[config.mk]
export PLATFORM = sky130hd
export DESIGN_NAME = eep_guard
export DESIGN_NICKNAME = d
export VERILOG_FILES = /design/src/rtl/eep_guard_pkg.sv /design/src/rtl/eep_guard_arm.sv /design/src/rtl/eep_guard_check.sv /design/src/rtl/eep_guard_seq.sv /design/src/rtl/eep_guard.sv
export SDC_FILE = /design/constraint.sdc
export NUM_CORES = 1
export LEC_CHECK = 0
export ABC_AREA = 0
export BUFFER_PORTS_ARGS = -buffer_cell sky130_fd_sc_hd__buf_2
export CORE_MARGIN = 10
export CORE_UTILIZATION = 40
export DETAILED_ROUTE_END_ITERATION = 6
export PLACE_DENSITY_LB_ADDON = 0.12
export SLEW_MARGIN = 10
export SYNTH_ARGS = -nofsm -noshare
export SYNTH_HDL_FRONTEND = slang
export SYNTH_SLANG_ARGS = --single-unit
[constraint.sdc]
create_clock -name clk -period 4.85 [get_ports clk]
set_clock_uncertainty 0.1 [all_clocks]
set_input_delay 0.2425 -clock clk [delete_from_list [all_inputs] [get_ports clk]]
set_output_delay 0.2425 -clock clk [all_outputs]
set_load 0.02 [all_outputs]
[src/rtl/eep_guard_pkg.sv]
// Shared definitions for the EEPROM access guard.
// Assumes a 16-bit configuration word with a fixed field layout.
package eep_guard_pkg;
    localparam int CFG_SIZE_W = 4;   // width of the top-region size field
    localparam int SIG_HI     = 7;   // signature field upper bit
    localparam int SIG_LO     = 6;   // signature field lower bit
    localparam int ENABLE_BIT = 4;   // protection enable bit
    localparam int SIZE_LSB   = 0;   // size field position
    localparam logic [1:0] SIG_GOOD = 2'b01;

    typedef enum logic [0:0] {
        SQ_IDLE = 1'b0,
        SQ_WAIT = 1'b1
    } seq_state_e;

    typedef struct packed {
        logic                  armed;
        logic [CFG_SIZE_W-1:0] top_blocks;
    } prot_cfg_t;
endpackage

[src/rtl/eep_guard_arm.sv]
// Captures word 0 once per reset and derives the protection configuration.
// Assumes load_valid is a pulse; only the first one after reset counts.
module eep_guard_arm
    import eep_guard_pkg::*;
#(
    parameter int DATA_W = 16
) (
    input  logic              clk,
    input  logic              rst_n,
    input  logic              load_valid,
    input  logic [DATA_W-1:0] load_word,
    output prot_cfg_t         cfg,
    output logic              loaded
);
    logic sig_ok;
    logic en_ok;

    // Decode signature and enable bits of the offered word.
    always_comb begin
        sig_ok = (load_word[SIG_HI:SIG_LO] == SIG_GOOD);
        en_ok  = load_word[ENABLE_BIT];
    end

    // Latch configuration on the first load after reset.
    always_ff @(posedge clk) begin
        if (!rst_n) begin
            loaded <= 1'b0;
            cfg    <= '0;
        end else if (load_valid && !loaded) begin
            loaded         <= 1'b1;
            cfg.armed      <= sig_ok && en_ok;
            cfg.top_blocks <= load_word[SIZE_LSB +: CFG_SIZE_W];
        end
    end

    AST_CFG_FROZEN: assert property (@(posedge clk) disable iff (!rst_n)
        loaded |=> $stable(cfg));
    AST_DISARMED_UNTIL_LOAD: assert property (@(posedge clk) disable iff (!rst_n)
        !loaded |-> !cfg.armed);
endmodule

[src/rtl/eep_guard_check.sv]
// Classifies one word address against the active protection configuration.
// Purely combinational; assumes top region span never exceeds the space.
module eep_guard_check
    import eep_guard_pkg::*;
#(
    parameter int ADDR_W      = 10,
    parameter int BLK_LOG2    = 6,
    parameter int FIXED_WORDS = 16
) (
    input  prot_cfg_t         cfg,
    input  logic [ADDR_W-1:0] addr,
    output logic              wr_block,
    output logic              rd_block
);
    localparam int SPAN_W    = CFG_SIZE_W + BLK_LOG2;
    localparam int SUM_W     = ((ADDR_W > SPAN_W) ? ADDR_W : SPAN_W) + 1;
    localparam int FIX_LOG2  = $clog2(FIXED_WORDS);
    localparam bit FIX_POW2  = ((FIXED_WORDS & (FIXED_WORDS - 1)) == 0);

    logic [SUM_W-1:0] span;
    logic [SUM_W-1:0] reach;
    logic             in_top;
    logic             in_fixed;

    // Fixed low region test: a bit-slice when the size is a power of two.
    generate
        if (FIX_POW2) begin : g_fix_slice
            assign in_fixed = (addr[ADDR_W-1:FIX_LOG2] == '0);
        end else begin : g_fix_cmp
            assign in_fixed = (addr < ADDR_W'(FIXED_WORDS));
        end
    endgenerate

    // Top region test: address plus span reaches past the end of the space.
    always_comb begin
        span   = SUM_W'(cfg.top_blocks) << BLK_LOG2;
        reach  = SUM_W'(addr) + span;
        in_top = (cfg.top_blocks != '0) && (reach >= (SUM_W'(1) << ADDR_W));
    end

    // Combine region membership with the armed state.
    always_comb begin
        rd_block = cfg.armed && in_top;
        wr_block = cfg.armed && (in_top || in_fixed);
    end
endmodule

[src/rtl/eep_guard_seq.sv]
// Accepts host beats, tracks burst addressing, forwards or suppresses them.
// Assumes one host request at a time and a single mem_ack per mem_req.
module eep_guard_seq
    import eep_guard_pkg::*;
#(
    parameter int          ADDR_W    = 10,
    parameter int          DATA_W    = 16,
    parameter logic [15:0] HIDE_FILL = 16'hFFFF
) (
    input  logic              clk,
    input  logic              rst_n,
    input  logic              host_req,
    input  logic              host_we,
    input  logic              host_cont,
    input  logic [ADDR_W-1:0] host_addr,
    input  logic [DATA_W-1:0] host_wdata,
    output logic              host_ack,
    output logic [DATA_W-1:0] host_rdata,
    output logic [ADDR_W-1:0] beat_addr,
    input  logic              wr_block,
    input  logic              rd_block,
    output logic              sup_pulse,
    output logic              mem_req,
    output logic              mem_we,
    output logic [ADDR_W-1:0] mem_addr,
    output logic [DATA_W-1:0] mem_wdata,
    input  logic              mem_ack,
    input  logic [DATA_W-1:0] mem_rdata
);
    seq_state_e        state;
    logic [ADDR_W-1:0] next_addr;
    logic              drop_burst;
    logic              accept;
    logic              blk;

    // Resolve beat address and the block decision for this request.
    always_comb begin
        beat_addr = host_cont ? next_addr : host_addr;
        accept    = host_req && (state == SQ_IDLE) && !host_ack;
        blk       = host_we ? (wr_block || (host_cont && drop_burst)) : rd_block;
        sup_pulse = accept && blk;
    end

    // Handshake sequencer toward host and EEPROM side.
    always_ff @(posedge clk) begin
        if (!rst_n) begin
            state      <= SQ_IDLE;
            host_ack   <= 1'b0;
            host_rdata <= '0;
            mem_req    <= 1'b0;
            mem_we     <= 1'b0;
            mem_addr   <= '0;
            mem_wdata  <= '0;
            next_addr  <= '0;
            drop_burst <= 1'b0;
        end else begin
            host_ack <= 1'b0;
            case (state)
                SQ_IDLE: begin
                    if (accept) begin
                        next_addr  <= beat_addr + ADDR_W'(1);
                        drop_burst <= host_we && blk;
                        if (blk) begin
                            host_ack <= 1'b1;
                            if (!host_we) host_rdata <= DATA_W'(HIDE_FILL);
                        end else begin
                            mem_req   <= 1'b1;
                            mem_we    <= host_we;
                            mem_addr  <= beat_addr;
                            mem_wdata <= host_wdata;
                            state     <= SQ_WAIT;
                        end
                    end
                end
                SQ_WAIT: begin
                    if (mem_ack) begin
                        mem_req  <= 1'b0;
                        host_ack <= 1'b1;
                        if (!mem_we) host_rdata <= mem_rdata;
                        state    <= SQ_IDLE;
                    end
                end
                default: state <= SQ_IDLE;
            endcase
        end
    end

    AST_ACK_SINGLE: assert property (@(posedge clk) disable iff (!rst_n)
        host_ack |=> !host_ack);
    AST_BLOCK_NO_MEM: assert property (@(posedge clk) disable iff (!rst_n)
        (accept && blk) |=> (host_ack && !mem_req));
    AST_FWD_START: assert property (@(posedge clk) disable iff (!rst_n)
        (accept && !blk) |=> (mem_req && !host_ack));
    AST_REQ_HELD: assert property (@(posedge clk) disable iff (!rst_n)
        (mem_req && !mem_ack) |=> (mem_req && $stable(mem_addr) && $stable(mem_we)));
    AST_ACK_AFTER_MEM: assert property (@(posedge clk) disable iff (!rst_n)
        (mem_req && mem_ack) |=> (host_ack && !mem_req));
endmodule

[src/rtl/eep_guard.sv]
// Top of the EEPROM access guard: configuration capture, address check,
// beat sequencer and the sticky suppression flag.
// Assumes synchronous active-low reset and pulse-style handshakes.
module eep_guard
    import eep_guard_pkg::*;
#(
    parameter int          ADDR_W      = 10,
    parameter int          DATA_W      = 16,
    parameter int          BLK_LOG2    = 6,
    parameter int          FIXED_WORDS = 16,
    parameter logic [15:0] HIDE_FILL   = 16'hFFFF
) (
    input  logic              clk,
    input  logic              rst_n,
    input  logic              load_valid,
    input  logic [DATA_W-1:0] load_word,
    input  logic              host_req,
    input  logic              host_we,
    input  logic              host_cont,
    input  logic [ADDR_W-1:0] host_addr,
    input  logic [DATA_W-1:0] host_wdata,
    output logic              host_ack,
    output logic [DATA_W-1:0] host_rdata,
    input  logic              blocked_clr,
    output logic              blocked_flag,
    output logic              mem_req,
    output logic              mem_we,
    output logic [ADDR_W-1:0] mem_addr,
    output logic [DATA_W-1:0] mem_wdata,
    input  logic              mem_ack,
    input  logic [DATA_W-1:0] mem_rdata
);
    prot_cfg_t         cfg;
    logic              loaded;
    logic [ADDR_W-1:0] beat_addr;
    logic              wr_block;
    logic              rd_block;
    logic              sup_pulse;

    eep_guard_arm #(.DATA_W(DATA_W)) u_arm (
        .clk        (clk),
        .rst_n      (rst_n),
        .load_valid (load_valid),
        .load_word  (load_word),
        .cfg        (cfg),
        .loaded     (loaded)
    );

    eep_guard_check #(
        .ADDR_W      (ADDR_W),
        .BLK_LOG2    (BLK_LOG2),
        .FIXED_WORDS (FIXED_WORDS)
    ) u_check (
        .cfg      (cfg),
        .addr     (beat_addr),
        .wr_block (wr_block),
        .rd_block (rd_block)
    );

    eep_guard_seq #(
        .ADDR_W    (ADDR_W),
        .DATA_W    (DATA_W),
        .HIDE_FILL (HIDE_FILL)
    ) u_seq (
        .clk        (clk),
        .rst_n      (rst_n),
        .host_req   (host_req),
        .host_we    (host_we),
        .host_cont  (host_cont),
        .host_addr  (host_addr),
        .host_wdata (host_wdata),
        .host_ack   (host_ack),
        .host_rdata (host_rdata),
        .beat_addr  (beat_addr),
        .wr_block   (wr_block),
        .rd_block   (rd_block),
        .sup_pulse  (sup_pulse),
        .mem_req    (mem_req),
        .mem_we     (mem_we),
        .mem_addr   (mem_addr),
        .mem_wdata  (mem_wdata),
        .mem_ack    (mem_ack),
        .mem_rdata  (mem_rdata)
    );

    // Sticky suppression flag; a new suppression wins over a clear.
    always_ff @(posedge clk) begin
        if (!rst_n)           blocked_flag <= 1'b0;
        else if (sup_pulse)   blocked_flag <= 1'b1;
        else if (blocked_clr) blocked_flag <= 1'b0;
    end

    AST_FLAG_SETS: assert property (@(posedge clk) disable iff (!rst_n)
        sup_pulse |=> blocked_flag);
    AST_FLAG_HOLDS: assert property (@(posedge clk) disable iff (!rst_n)
        (blocked_flag && !blocked_clr) |=> blocked_flag);
endmodule

[After elaboration in Yosys (flattened, before gate mapping)]
Cells that the tools add are included.
Cells by class
  add/subtract/negate cells: 2
  multiply operators: 0
  div/mod/pow operators: 0
  magnitude comparators: 1
  equality and inequality tests: 7
  shift operators: 0
  muxes and demuxes: 22
  bitwise operators: 2
  reductions and logical operators: 21
Operators with widths (count)
  16-bit two-way mux: 5
  16-bit case mux with 2 select lines: 1
  1-bit two-way mux: 12
  10-bit by 10-bit adder with 11-bit output: 1
  11-bit >= comparator, second input constant: 1
  10-bit by 1-bit adder with 10-bit output, second input constant: 1
  1-bit logical AND: 10
  10-bit two-way mux: 1
  2-bit inequality test, second input constant: 4
  6-bit zero test: 1
  1-bit case mux with 2 select lines: 3
  3-bit AND reduction: 2
  5-bit AND reduction: 1
  2-bit by 1-bit inequality test with 1-bit output, second input constant: 2
  4-bit nonzero test: 1
  2-bit by 1-bit == test with 1-bit output, second input constant: 1
  1-bit zero test: 2
  1-bit logical OR: 2
  1-bit NOT: 2
  2-bit AND reduction: 1
  2-bit nonzero test: 1
Storage, ports and cells
  bits in registers: 64
  latch bits: 0
  RAM bits: 0
  memory bits (read-only): 0
  bits of input ports: 66
  output and inout bits: 46
  logic and storage cells: 68
  memories kept: 0

[Logic depth before layout (Yosys ltp)]
Gate-level depths: netlist (run 1).
  word-level depth: 11
  gate-level depth with buffers: 13
  mapped depth without buffers: 10

[Modules after synthesis]
Synthesis (run 1) repeated with hierarchy kept, for this count alone.
Second synthesis, totals
  cell total of the unflattened synthesis: 331
  area, all modules: 2975.4 um2
Modules (own cells, without submodules)
  eep_guard_seq: instances 1, cells an instance 293, area each 2571.2 um2
  eep_guard_arm: instances 1, cells an instance 21, area each 239.0 um2
  eep_guard_check: instances 1, cells an instance 14, area each 123.9 um2
  eep_guard: instances 1, cells an instance 3, area each 41.3 um2

[Least setup slack after synthesis (run 1)]
OpenSTA, ideal clock, no wires.
  kind: input -> register
  start point: input port host_cont
  end point: register u_seq.mem_addr[3]
  setup time: 72 ps
  data arrival time: 2248 ps
  data required time: 4678 ps
  setup slack: 2430 ps
  cell stages on the path: 11
  buffers on the path: 4
  cells stage by stage: buf_6 > buf_6 > mux2i_1 > fa_1 > nand3b_1 > a21oi_1 > a211oi_4 > and2_1 > buf_6 > buf_12 > mux2i_1
Between the ends
  word-level cells in the longest chain between the ends: 10
  elaborated cells between the ends (all ways): 13
Ends and longest elaborated chain
  from (decl): line eep_guard.sv:19  | input logic host_cont,
  10-bit two-way mux: line eep_guard_seq.sv:38  | beat_addr = host_cont ? next_addr : host_addr;
  10-bit by 10-bit adder with 11-bit output: line eep_guard_check.sv:37  | reach = SUM_W'(addr) + span;
  11-bit >= comparator: line eep_guard_check.sv:38  | in_top = (cfg.top_blocks != '0) && (reach >= (SUM_W'(1) << ADDR_W));
  1-bit logical AND: line eep_guard_check.sv:38
  1-bit logical OR: line eep_guard_check.sv:44  | wr_block = cfg.armed && (in_top || in_fixed);
  1-bit logical AND: line eep_guard_check.sv:44
  1-bit logical OR: line eep_guard_seq.sv:40  | blk = host_we ? (wr_block || (host_cont && drop_burst)) : rd_block;
  1-bit two-way mux: line eep_guard_seq.sv:40
  1-bit NOT (no line)
  3-bit AND reduction (no line)
  to (signal assigned): line eep_guard_seq.sv:69  | mem_addr <= beat_addr;
  to (decl): line eep_guard_seq.sv:25  | output logic [ADDR_W-1:0] mem_addr,
Several ways; a longest one is shown, not always the timed one.
A chain may end at the register's enable or synchronous reset.

[Worst setup path after layout (run 1)]
  start point: input port host_cont
  end point: register u_seq.mem_wdata[15]
Between the ends
  word-level cells in the longest chain between the ends: 10
  elaborated cells between the ends (all ways): 13
Ends and longest elaborated chain
  10-bit two-way mux *: line eep_guard_seq.sv:38
  net beat_addr[6]: line eep_guard.sv:35  | logic [ADDR_W-1:0] beat_addr;
  10-bit by 10-bit adder with 11-bit output: line eep_guard_check.sv:37
  11-bit >= comparator: line eep_guard_check.sv:38
  1-bit logical AND: line eep_guard_check.sv:38
  1-bit logical OR: line eep_guard_check.sv:44
  1-bit logical AND: line eep_guard_check.sv:44
  1-bit logical OR: line eep_guard_seq.sv:40
  1-bit two-way mux *: line eep_guard_seq.sv:40
  1-bit NOT (no line) *
  3-bit AND reduction (no line) *
  to (signal assigned): line eep_guard_seq.sv:70  | mem_wdata <= host_wdata;
  to (decl): line eep_guard_seq.sv:26  | output logic [DATA_W-1:0] mem_wdata,
The timed path passes the listed nets; every way through them passes the cells marked *.

==> results_tabular.tex, run 1 <==
\begin{tabular}{lr}
\hline
Metric & Value \\
\hline
\multicolumn{2}{l}{\textbf{Logic synthesis}} \\
\quad Count of warnings emitted by yosys & 0 \\
\quad Total standard cell area after synthesis & 2930 um\^{}2 \\
\quad Number of instances in the synthesized netlist & 321 \\
\quad Proportion of register bits with asynchronous set or reset after synthesis & 0\% \\
\quad Number of nets in the synthesized netlist & 393 \\
\quad Average footprint of a synthesized cell & 9.129 um\^{}2 \\
\quad Count of cell types in the netlist & 48 \\
\quad Sequential area share after synthesis & 43.72\% \\
\quad Total of flip-flops plus latches after synthesis & 64 \\
\quad Prevailing post-synth register cell & dfxtp\_1 \\
\quad Number of flops mapped to enable cells by yosys & 0 \\
\multicolumn{2}{l}{\textbf{Die}} \\
\quad Boundary pin count & 112 \\
\quad Initial core utilization & 40.84\% \\
\quad Floorplan Core Area & 7176 um\^{}2 \\
\quad Die footprint & 11150 um\^{}2 \\
\quad Standard-cell row count & 31 \\
\quad Width of the chip & 105.6 um \\
\quad Chip Height & 105.6 um \\
\multicolumn{2}{l}{\textbf{Timing}} \\
\quad Setup repair after global routing missed its margin & no \\
\quad Final Max Slew Viols & 0 \\
\quad Top achievable clock speed & 338.2 MHz \\
\quad Setup TNS & 0 ns \\
\quad Number of endpoints failing setup at the final stage & 0 \\
\quad Worst setup margin & 1.894 ns \\
\quad Final hold violation count & 0 \\
\quad Clock period minus final worst setup slack & 2.956 ns \\
\quad Pin slew with the least headroom to its limit & 0.6050 ns \\
\quad Worst max-slew margin expressed relative to the limit & 58.51\% \\
\quad Share of the clock period used by the worst path & 60.96\% \\
\multicolumn{2}{l}{\textbf{Drt}} \\
\quad Total via count in the routed design & 2514 \\
\quad Wire length per cell after detailed routing & 14.09 um \\
\quad Antenna-violating nets left & 0 \\
\quad Avg Vias per Cell & 4.872 \\
\quad Aggregate routed wire length & 7.273 mm \\
\quad Iteration-0 DRC count of the detailed router & 108 \\
\quad Number of search-and-repair iterations in the first detailed-routing pass & 4 \\
\quad Residual DRC count & 0 \\
\multicolumn{2}{l}{\textbf{Setup path}} \\
\quad Top delay family on crit path & buffers and inverters \\
\quad Slack of the worst reg-to-reg path & 1.93 ns \\
\quad Worst Path Buf+Inv & 5 \\
\quad Slowest Stage Delay on Critical Path & 0.40 ns \\
\quad Slowest cell on crit path & buf\_4 \\
\quad Worst Path Max Fanout & 22 \\
\quad Capturing element type of the critical path & flip-flop \\
\quad Worst endpoint required time & 5.00 ns \\
\quad Arrival time reported for the critical path endpoint & 3.11 ns \\
\quad Crit-path cells & buf\_2, mux2i\_2, inv\_1, ha\_1, inv\_1, fa\_1, nand3b\_1, a21oi\_1, a211oi\_4, buf\_4, and2\_1, buf\_4, mux2i\_1 \\
\quad Type of origin of the critical path & input pin \\
\quad Start-to-end type of the worst setup path & input pin to flip-flop \\
\multicolumn{2}{l}{\textbf{Clock network}} \\
\quad TritonCTS clock tree & yes \\
\quad Total of hold buffers inserted after clock tree synthesis & 0 \\
\quad Maximum number of buffers from clock root to sink & 2 \\
\quad Reg clk slew, reported paths & 0.07 ns \\
\quad Sink count of the clock tree & 64 \\
\quad CTS H-tree depth & 3 \\
\quad Post CTS Setup Buffer Count & 0 \\
\quad TritonCTS Buffers & 9 \\
\quad Root Driver & clkbuf\_8 \\
\quad Number of gates given a new drive strength after cts & 0 \\
\quad Clock latency at the later pin of the worst-skew pair & 0.33 ns \\
\multicolumn{2}{l}{\textbf{Cells and area}} \\
\quad Diodes inserted & 0 \\
\quad Commonest non-fill, non-tap cells in the layout & buf\_2, dfxtp\_1, nand2\_1, mux2i\_1, inv\_1 \\
\quad Area delta synth->final & 23.27\% \\
\quad Filler cells & 742 \\
\quad Fraction of final layout cells with drive strength greater than 1 & 32.37\% \\
\quad Net count of the finished layout & 486 \\
\quad Most common cell after layout, fill and taps aside & buf\_2 \\
\multicolumn{2}{l}{\textbf{Placement}} \\
\quad Post-placement worst setup slack & 1.538 ns \\
\quad Routability congestion estimate & 0.7810 \\
\quad I/O Buffers & 102 \\
\quad Detailed-placement wirelength estimate & 5.349 mm \\
\multicolumn{2}{l}{\textbf{GRT}} \\
\quad Total gr overflow & 0 \\
\quad Maximum number of pins on one net before global-route repair & 57 \\
\quad Number of global-route vias before repair & 2508 \\
\quad Antenna violations before repair & 0 \\
\quad GRT Overall Usage & 13.16\% \\
\quad First-pass GRT wire length & 12.25 mm \\
\multicolumn{2}{l}{\textbf{Outcome}} \\
\quad Status & complete, no violations \\
\multicolumn{2}{l}{\textbf{Run}} \\
\quad Number of max-capacitance violations reported & 0 \\
\multicolumn{2}{l}{\textbf{Power and ir drop}} \\
\quad Maximum ir drop on the vdd rail & 0.1310 mV \\
\quad Power density over cell area & 322.4 nW/um\^{}2 \\
\quad Overall power & 0.001165 W \\
\quad Leakage & 1.720 nW \\
\multicolumn{2}{l}{\textbf{Min path}} \\
\quad Class of the tightest hold or removal check & input pin to flip-flop \\
\hline
\end{tabular}
-- sequential cells by signal, summed over array words and instances (netlist names) --
| register | cells |
|---|---|
| blocked_flag | 1 |
| u_arm.cfg | 5 |
| u_arm.loaded | 1 |
| u_seq.drop_burst | 1 |
| u_seq.host_ack | 1 |
| u_seq.host_rdata | 16 |
| u_seq.mem_addr | 10 |
| u_seq.mem_req | 1 |
| u_seq.mem_wdata | 16 |
| u_seq.mem_we | 1 |
| u_seq.next_addr | 10 |
| u_seq.state | 1 |
-- metrics by stage --
stage	cells	utilization, %	hold WS (ns)	cell area, um^2
final	516	50.34	0.01981	3612
after global routing	516	50.34	0.02525	3612
after CTS	516	50.34	0.005108	3612
after detailed placement	502	48.20	0.3357	3458
after global placement	502	48.20	0.3289	3458
after floorplan	321	-	0.2527	2930
-- worst register-to-register path, stage by stage (launching register included) --
cell and delay (ns):
dfxtp_1 0.34, mux2i_2 0.28, inv_1 0.10, ha_1 0.19, inv_1 0.06, fa_1 0.14
nand3b_1 0.10, a21oi_1 0.12, a211oi_4 0.22, buf_4 0.22, and2_1 0.34, buf_4 0.40
mux2i_1 0.23
-- Yosys cell counts, drive strengths merged (4+ instances only) --
master,instances,area (um^2)
ha,5,62.56
a21oi,19,113.9
clkbuf,17,63.81
o211a,8,80.08
nand2,45,168.9
o21a,5,37.54
a21boi,4,30.03
mux2i,29,294.0
dfxtp,64,1281
inv,25,93.84
nor2b,6,37.54
buf,7,77.57
nand3,23,115.1
o21ai,22,110.1
-- area by class of cell --
cell class / count / area, um^2 / area share [%]
inverter: 25 / 93.84 / 2.598
sequential: 64 / 1281 / 35.47
tap: 99 / 123.9 / 3.429
clock inverter: 1 / 5.005 / 0.1386
clock buffer: 13 / 148.9 / 4.122
timing repair buffer: 106 / 540.5 / 14.96
multi-input combinational: 208 / 1419 / 39.28
-- per-layer routing --
metal,routed length [um],share of wire [%],vias up,GRT usage [%]
met5,0,0,-,0
met4,89,1.2,0,5.222
met3,650,8.9,9,5.968
met2,3221,44,61,20.04
met1,3312,46,1156,15.85
li1,-,-,1288,-
-- power breakdown --
part | switching (W) | total [W] | leakage [nW] | internal (W)
clock | 0.000183 | 0.000377 | 0.0794 | 0.000194
sequential | 0.0000188 | 0.000580 | 0.525 | 0.000561
combinational | 0.000125 | 0.000208 | 1.12 | 0.0000828
total | 0.000327 | 0.00116 | 1.72 | 0.000838
-- worst paths after layout --
check,endpoint,start,cells after the start
setup / recovery,u_seq.mem_wdata[15],host_cont,13
hold / removal,u_arm.loaded,load_valid,2
setup reg to reg,u_seq.mem_wdata[15],u_seq.next_addr[6],12
hold reg to reg,u_seq.host_rdata[14],u_seq.host_rdata[14],2
-- logic make-up after synthesis --
family                     share of synthesized area [%]
AOI/OAI and AO/OA                                  17.68
xor gates and xnor gates                          0.8968
adders and majority gates                          2.818
buffers and inverters                              8.027
DFF                                                43.72
muxes                                              10.80
and+or+nand+nor                                    16.05
Power figures use the tool's default switching activity.
==> run 2: changes to the inputs <==
Clock period 4.85 ns to 3.1 ns, I/O delays scaled along.
==> run 2 against run 1 <==
Effect of this change:
- first-iteration DRC count down 30%
- clock power grew 95%
- routed wire length grew 7.6%
- hold slack lost 0.0077 ns
- non-clock buffer count increased by 36
- via count rose by 6.1%
- count of clock-buffer cells in the layout fell by 1
- setup slack got worse by 1.4 ns
- combinational power rose by 76%
- die area unchanged
- core utilization rose by 5.8 points
- critical path depth fell by 2
==> results_tabular.tex, run 2 (synthesis gave the netlist of run 1 again) <==
\begin{tabular}{lr}
\hline
Metric & Value \\
\hline
\multicolumn{2}{l}{\textbf{Setup path}} \\
\quad Depth of the worst register-to-register path & 11 \\
\quad Worst Path Buf+Inv & 3 \\
\quad Type of origin of the critical path & flip-flop \\
\quad Worst R2R Start & u\_seq.next\_addr[6] \\
\quad Slowest cell on crit path & a211oi\_4 \\
\quad Most prevalent standard cell on the critical path & inv\_1 \\
\quad Capturing element type of the critical path & flip-flop \\
\quad Crit-path cells & mux2i\_2, inv\_1, ha\_1, inv\_1, fa\_1, nand3b\_1, a21oi\_1, a211oi\_4, and2\_1, buf\_12, mux2i\_1 \\
\quad Start-to-end type of the worst setup path & flip-flop to flip-flop \\
\quad Worst Path Max Fanout & 28 \\
\quad Endpoint of the lowest-slack register-to-register path & u\_seq.mem\_wdata[14] \\
\quad Top delay family on crit path & compound AO/OA/AOI/OAI gates \\
\quad Arrival time reported for the critical path endpoint & 2.75 ns \\
\quad Slowest Stage Delay on Critical Path & 0.39 ns \\
\quad Worst endpoint required time & 3.27 ns \\
\quad Slack of the worst reg-to-reg path & 0.52 ns \\
\multicolumn{2}{l}{\textbf{GRT}} \\
\quad Antenna violations before repair & 0 \\
\quad Number of global-route vias before repair & 2620 \\
\quad GRT Overall Usage & 14.31\% \\
\quad First-pass GRT wire length & 13.17 mm \\
\quad Met2 track demand over resource in global routing & 21.78\% \\
\quad Maximum number of pins on one net before global-route repair & 38 \\
\quad Total gr overflow & 0 \\
\quad Most Crowded Layer GR & met2 \\
\quad Met3 Usage GRT & 5.847\% \\
\quad Met1 capacity usage during global routing & 17.19\% \\
\multicolumn{2}{l}{\textbf{Timing}} \\
\quad Number of endpoints failing setup at the final stage & 0 \\
\quad Share of the clock period used by the worst path & 83.35\% \\
\quad Final Max Slew Viols & 0 \\
\quad Clock period minus final worst setup slack & 2.584 ns \\
\quad Setup repair after global routing missed its margin & no \\
\quad Worst max-slew margin expressed relative to the limit & 62.61\% \\
\quad Setup TNS & 0 ns \\
\quad Final hold violation count & 0 \\
\quad Pin slew with the least headroom to its limit & 0.5598 ns \\
\quad Top achievable clock speed & 387.0 MHz \\
\multicolumn{2}{l}{\textbf{Power and ir drop}} \\
\quad Power density over cell area & 498.8 nW/um\^{}2 \\
\quad Maximum ir drop on the vdd rail & 0.2411 mV \\
\quad Leakage & 1.889 nW \\
\multicolumn{2}{l}{\textbf{Die}} \\
\quad Die footprint & 11150 um\^{}2 \\
\quad Boundary pin count & 112 \\
\quad Floorplan Core Area & 7176 um\^{}2 \\
\quad Standard-cell row count & 31 \\
\quad Initial core utilization & 40.84\% \\
\quad Width of the chip & 105.6 um \\
\quad Chip Height & 105.6 um \\
\multicolumn{2}{l}{\textbf{Outcome}} \\
\quad Status & complete, no violations \\
\multicolumn{2}{l}{\textbf{Min path}} \\
\quad Number of cells traversed by the worst hold path & 3 \\
\quad Class of the tightest hold or removal check & input pin to flip-flop \\
\quad Origin of the worst min-delay path & blocked\_clr \\
\quad Worst Hold End & blocked\_flag \\
\multicolumn{2}{l}{\textbf{Drt}} \\
\quad Avg Vias per Cell & 4.814 \\
\quad Antenna-violating nets left & 0 \\
\quad Aggregate routed wire length & 7.827 mm \\
\quad Iteration-0 DRC count of the detailed router & 76 \\
\quad Number of search-and-repair iterations in the first detailed-routing pass & 4 \\
\quad Total via count in the routed design & 2667 \\
\quad Wire length per cell after detailed routing & 14.13 um \\
\quad Residual DRC count & 0 \\
\multicolumn{2}{l}{\textbf{Placement}} \\
\quad I/O Buffers & 102 \\
\quad Placed cell area & 3493 um\^{}2 \\
\quad Detailed-placement wirelength estimate & 5.521 mm \\
\quad Routability congestion estimate & 0.8010 \\
\multicolumn{2}{l}{\textbf{Clock network}} \\
\quad Root Driver & clkbuf\_8 \\
\quad TritonCTS clock tree & yes \\
\quad Sink count of the clock tree & 64 \\
\quad Reg clk slew, reported paths & 0.07 ns \\
\quad Post CTS Setup Buffer Count & 0 \\
\quad Maximum number of buffers from clock root to sink & 2 \\
\quad CTS H-tree depth & 3 \\
\quad Clock latency at the later pin of the worst-skew pair & 0.34 ns \\
\quad TritonCTS Buffers & 9 \\
\quad Number of gates given a new drive strength after cts & 0 \\
\multicolumn{2}{l}{\textbf{Cells and area}} \\
\quad Net count of the finished layout & 522 \\
\quad Largest registers & u\_seq.host\_rdata: 16 flops, u\_seq.mem\_wdata: 16 flops \\
\quad Final instance area & 4031 um\^{}2 \\
\quad Fraction of final layout cells with drive strength greater than 1 & 31.21\% \\
\quad Diodes inserted & 0 \\
\quad Area delta synth->final & 37.57\% \\
\quad Commonest non-fill, non-tap cells in the layout & buf\_2, dfxtp\_1, nand2\_1, dlygate4sd3\_1, mux2i\_1 \\
\quad Most common cell after layout, fill and taps aside & buf\_2 \\
\multicolumn{2}{l}{\textbf{Run}} \\
\quad Number of max-capacitance violations reported & 0 \\
\hline
\end{tabular}
[run 2: cell count changes in the layout (fill, tap and decap cells not counted), sizes merged]
cell	change
clkinv	-1
buf	+3
clkbuf	-1
bufinv	+1
dlygate4sd3	+33
clkinvlp	+3
[run 2: report_power, final]
| group | internal, W | switching, W | total [W] |
|---|---|---|---|
| Combinational | 0.000162 | 0.000204 | 0.000366 |
| Sequential | 0.000878 | 0.0000297 | 0.000908 |
| Clock | 0.000415 | 0.000322 | 0.000737 |
| Total | 0.00146 | 0.000556 | 0.00201 |
[run 2: stage by stage]
stage	total power [W]	setup WS (ns)	util, %	hold slack, ns	cells
floorplan	0.001150	0.7680	-	0.1652	321
global placement	0.001258	0.4507	48.68	0.2606	505
detailed placement	0.001265	0.4040	48.68	0.2663	505
CTS	0.002039	0.5075	56.18	0.001723	554
global route	0.002119	0.2821	56.18	0.01844	554
finish	0.002011	0.5162	56.18	0.01208	554
[run 2: cell type report]
type	count	area, um^2
fillers	676	3144
multi-input cells	208	1419
flip-flops and latches	64	1281
repair buffers	142	905.9
clock buffers	12	155.1
well taps	99	123.9
inverters	25	93.84
clock inverters	4	52.55
[run 2: per-layer routing]
layer  share of wire [%]  vias to the layer above
li1                    -                     1363
met1                  45                     1225
met2                  45                       68
met3                 8.5                       11
met4                 1.6                        0
met5                   0                        -
[run 2: what timing repair did]
action | in CTS | in global routing
setup endpoints to repair | 0 | 0
hold endpoints to repair | 32 | 0
hold buffers | 33 | 0
[run 2: how the worst max path moves through the flow]
stage | to | from | cells after the start
4_1_cts | u_seq.mem_wdata[1] | u_seq.next_addr[6] | 11
3_5_place_dp | u_seq.mem_wdata[15] | host_cont | 12
2_1_floorplan | u_seq.mem_addr[3] | host_cont | 11
6_report | u_seq.mem_wdata[14] | u_seq.next_addr[6] | 11
3_3_place_gp | u_seq.mem_wdata[7] | host_cont | 12
5_1_grt | u_seq.mem_wdata[14] | u_seq.next_addr[6] | 11
[run 2: worst reg2reg max path, delay by kind of cell, from the launching register on]
kind / cells / cell delay, ns
AOI/OAI and AO/OA: 2 / 0.51
adders and majority gates: 2 / 0.33
buffers and inverters: 3 / 0.39
DFF: 1 / 0.33
muxes: 2 / 0.48
and+or+nand+nor: 2 / 0.36
==> run 3: changes to the inputs <==
Settings changed: ABC_AREA 0 to 1.
Clock period 3.1 ns to 2.1 ns, I/O delays scaled along.
==> run 3 against run 2 <==
Effect of this change:
- sequential share of layout area decreased by 2.9 points
- sequential cell count unchanged
- critical path depth increased by 1
- critical endpoint is now u_seq.mem_wdata[4]
- non-clock buffer count increased by 22
- count of clock-buffer cells in the layout decreased by 2
- largest cell class unchanged
==> results_tabular.tex, run 3 <==
\begin{tabular}{lr}
\hline
Metric & Value \\
\hline
\multicolumn{2}{l}{\textbf{Logic synthesis}} \\
\quad Average footprint of a synthesized cell & 7.008 um\^{}2 \\
\quad Number of nets in the synthesized netlist & 511 \\
\quad Number of instances in the synthesized netlist & 439 \\
\quad Fraction of post-synthesis cell area in the top cell type by area & 41.64\% \\
\quad Top cells by area in the synthesized netlist & dfxtp\_1, nand2\_1, inv\_1 \\
\quad Number of flops mapped to enable cells by yosys & 0 \\
\quad Proportion of register bits with asynchronous set or reset after synthesis & 0\% \\
\quad Most repeated cell in the gate-level netlist after synthesis & nand2\_1 \\
\quad Count of warnings emitted by yosys & 0 \\
\quad Total of flip-flops plus latches after synthesis & 64 \\
\quad Sequential area share after synthesis & 41.64\% \\
\quad Total standard cell area after synthesis & 3077 um\^{}2 \\
\quad Count of cell types in the netlist & 31 \\
\quad Leading area contributor after synthesis & dfxtp\_1 \\
\quad Prevailing post-synth register cell & dfxtp\_1 \\
\quad Leading cell types by count after synthesis & nand2\_1, inv\_1, nor2\_1 \\
\multicolumn{2}{l}{\textbf{Setup path}} \\
\quad Start-to-end type of the worst setup path & flip-flop to flip-flop \\
\quad Crit-path cells & nand2\_2, nand2\_2, ha\_2, inv\_1, fa\_2, o21ai\_2, nand3\_4, nand3\_4, clkbuf\_16, nand2\_1, nand2\_1, nor2\_1 \\
\quad Depth of the worst register-to-register path & 12 \\
\quad Capturing element type of the critical path & flip-flop \\
\quad Slowest Stage Delay on Critical Path & 0.36 ns \\
\quad Slack of the worst reg-to-reg path & 0.09 ns \\
\quad Slowest cell on crit path & fa\_2 \\
\quad Worst Path Max Fanout & 7 \\
\quad Worst R2R Start & u\_seq.next\_addr[6] \\
\quad Arrival time reported for the critical path endpoint & 2.15 ns \\
\quad Type of origin of the critical path & flip-flop \\
\quad Endpoint of the lowest-slack register-to-register path & u\_seq.mem\_wdata[4] \\
\quad Worst endpoint required time & 2.23 ns \\
\multicolumn{2}{l}{\textbf{Drt}} \\
\quad Residual DRC count & 0 \\
\quad Number of search-and-repair iterations in the first detailed-routing pass & 4 \\
\quad Wire length on met3 & 683 um \\
\quad Wire length per cell after detailed routing & 12.66 um \\
\quad Detail Route met2 WL & 4.037 mm \\
\quad Avg Vias per Cell & 4.363 \\
\quad Iteration-0 DRC count of the detailed router & 132 \\
\quad Aggregate routed wire length & 8.859 mm \\
\quad Top routing layer in use & met4 \\
\quad Antenna-violating nets left & 0 \\
\quad Total via count in the routed design & 3054 \\
\quad M1 wire length & 4.027 mm \\
\multicolumn{2}{l}{\textbf{Cells and area}} \\
\quad Final instance area & 4446 um\^{}2 \\
\quad Diodes inserted & 0 \\
\quad Largest registers & u\_seq.host\_rdata: 16 flops, u\_seq.mem\_wdata: 16 flops \\
\quad Net count of the finished layout & 668 \\
\quad Final cell utilization of the core & 60.32\% \\
\quad FF/Latch Area & 1282 um\^{}2 \\
\quad Fraction of final layout cells with drive strength greater than 1 & 28.79\% \\
\quad Most common cell after layout, fill and taps aside & buf\_2 \\
\quad Area delta synth->final & 44.49\% \\
\quad Commonest non-fill, non-tap cells in the layout & buf\_2, nand2\_1, inv\_1, nor2\_1, dfxtp\_1 \\
\quad Filler cells & 705 \\
\quad Multi-input logic area & 1371 um\^{}2 \\
\multicolumn{2}{l}{\textbf{Clock network}} \\
\quad Clock latency at the later pin of the worst-skew pair & 0.34 ns \\
\quad Reg clk slew, reported paths & 0.08 ns \\
\quad Maximum number of buffers from clock root to sink & 2 \\
\quad Sink count of the clock tree & 64 \\
\quad TritonCTS clock tree & yes \\
\quad TritonCTS Buffers & 9 \\
\quad CTS H-tree depth & 3 \\
\quad Root Driver & clkbuf\_8 \\
\multicolumn{2}{l}{\textbf{Power and ir drop}} \\
\quad Power density over cell area & 706.5 nW/um\^{}2 \\
\quad Overall power & 0.003141 W \\
\quad Leakage & 2.334 nW \\
\quad Maximum ir drop on the vdd rail & 0.3984 mV \\
\multicolumn{2}{l}{\textbf{Timing}} \\
\quad Final hold violation count & 0 \\
\quad Final Max Slew Viols & 0 \\
\quad Share of the clock period used by the worst path & 95.93\% \\
\quad Worst setup margin & 0.08539 ns \\
\quad Top achievable clock speed & 496.4 MHz \\
\quad Hold slack & 0.03885 ns \\
\quad Clock period minus final worst setup slack & 2.015 ns \\
\quad Worst max-slew margin expressed relative to the limit & 67.11\% \\
\quad Number of endpoints failing setup at the final stage & 0 \\
\quad Pin slew with the least headroom to its limit & 0.4928 ns \\
\multicolumn{2}{l}{\textbf{Die}} \\
\quad Width of the chip & 107.7 um \\
\quad Chip Height & 107.7 um \\
\quad Die footprint & 11600 um\^{}2 \\
\quad Initial core utilization & 41.75\% \\
\quad Floorplan Core Area & 7370 um\^{}2 \\
\quad Standard-cell row count & 31 \\
\quad Boundary pin count & 112 \\
\multicolumn{2}{l}{\textbf{Min path}} \\
\quad Origin of the worst min-delay path & rst\_n \\
\quad Number of cells traversed by the worst hold path & 3 \\
\quad Worst Hold End & u\_seq.mem\_wdata[15] \\
\quad Class of the tightest hold or removal check & input pin to flip-flop \\
\multicolumn{2}{l}{\textbf{GRT}} \\
\quad Total gr overflow & 0 \\
\quad Antenna violations before repair & 0 \\
\quad Number of global-route vias before repair & 3108 \\
\quad GRT Overall Usage & 14.89\% \\
\quad Maximum number of pins on one net before global-route repair & 38 \\
\quad First-pass GRT wire length & 14.26 mm \\
\multicolumn{2}{l}{\textbf{Placement}} \\
\quad Routability congestion estimate & 0.8328 \\
\quad Placed cell area & 3740 um\^{}2 \\
\quad Detailed-placement wirelength estimate & 5.872 mm \\
\quad I/O Buffers & 102 \\
\quad Post-placement worst setup slack & -0.1207 ns \\
\multicolumn{2}{l}{\textbf{Run}} \\
\quad Number of max-capacitance violations reported & 0 \\
\multicolumn{2}{l}{\textbf{Outcome}} \\
\quad Status & complete, no violations \\
\hline
\end{tabular}
==> run 3: changes by cell type after synthesis, moves of 5 or more <==
cell,change
mux2i_1,-28
nor2_1,+62
clkbuf_1,-10
o211a_1,-8
a21oi_2,+5
o21ai_0,+9
o21a_1,-5
nand2_2,+7
a21oi_1,+10
nand2_1,+46
inv_1,+61
nand3_1,-13
nor2b_1,-6
==> run 3: per-stage QoR <==
stage / instances / TNS [ns]
after floorplan: 439 / 0
after global placement: 639 / -0.5302
after detailed placement: 639 / -2.229
after CTS: 697 / 0
after global routing: 700 / -0.06944
final: 700 / 0
==> run 3: power by group <==
part	switching (W)	leakage (nW)	internal (W)
Sequential	0.0000521	0.528	0.00132
Combinational	0.000457	1.71	0.000338
Clock	0.000507	0.0926	0.000464
==> run 3: layout make-up <==
type	count	area share, %
clock buffer	10	3.096
clock inverter	6	0.9851
inverter	87	7.346
multi-input combinational	270	30.85
sequential	64	28.85
tap	99	2.786
timing repair buffer	164	26.09
==> run 3: logic make-up (layout without fill, tap and decap cells) <==
family,after synthesis,count (layout),share of synthesized area (%)
AOI/OAI and AO/OA,72,72,13.66
xor gates and xnor gates,4,4,1.139
adders and majority gates,6,6,2.684
buffers and inverters,105,267,14.64
DFF,64,64,41.64
and+or+nand+nor,188,188,26.23
==> run 3: critical path, delay by kind of cell (launching register included) <==
| family | cells | cell delay [ns] |
|---|---|---|
| buffers and inverters | 2 | 0.24 |
| AND/OR/NAND/NOR | 7 | 0.57 |
| AO/OA/AOI/OAI | 1 | 0.16 |
| flip-flops | 1 | 0.33 |
| adder cells (fa/ha/maj) | 2 | 0.51 |
==> run 3: metal layers <==
metal | vias up | track usage, %
met1 | 1324 | 17.62
met4 | 0 | 4.580
met3 | 11 | 5.629
met2 | 76 | 24.33
li1 | 1643 | -
met5 | - | 0
==> run 3: worst max path at each step <==
| stage | startpoint | to | slack, ns | depth (start not counted) |
|---|---|---|---|---|
| after floorplan | u_seq.next_addr[6] | u_seq.mem_addr[0] | 0.02 | 12 |
| after global placement | u_seq.next_addr[6] | u_seq.host_rdata[11] | -0.04 | 10 |
| after detailed placement | u_seq.next_addr[6] | u_seq.host_rdata[12] | -0.12 | 10 |
| after CTS | u_seq.next_addr[6] | u_seq.mem_wdata[5] | 0.01 | 12 |
| after global routing | u_seq.next_addr[9] | u_seq.mem_wdata[1] | -0.02 | 10 |
| final | u_seq.next_addr[6] | u_seq.mem_wdata[4] | 0.09 | 12 |
==> run 3: timing repair <==
item,CTS,global route
hold buffers,41,0
gates resized for setup,2,8
cloned,0,3
setup buffers,1,0
pin swaps,1,5
setup endpoints to repair,40,48
hold endpoints to repair,42,0
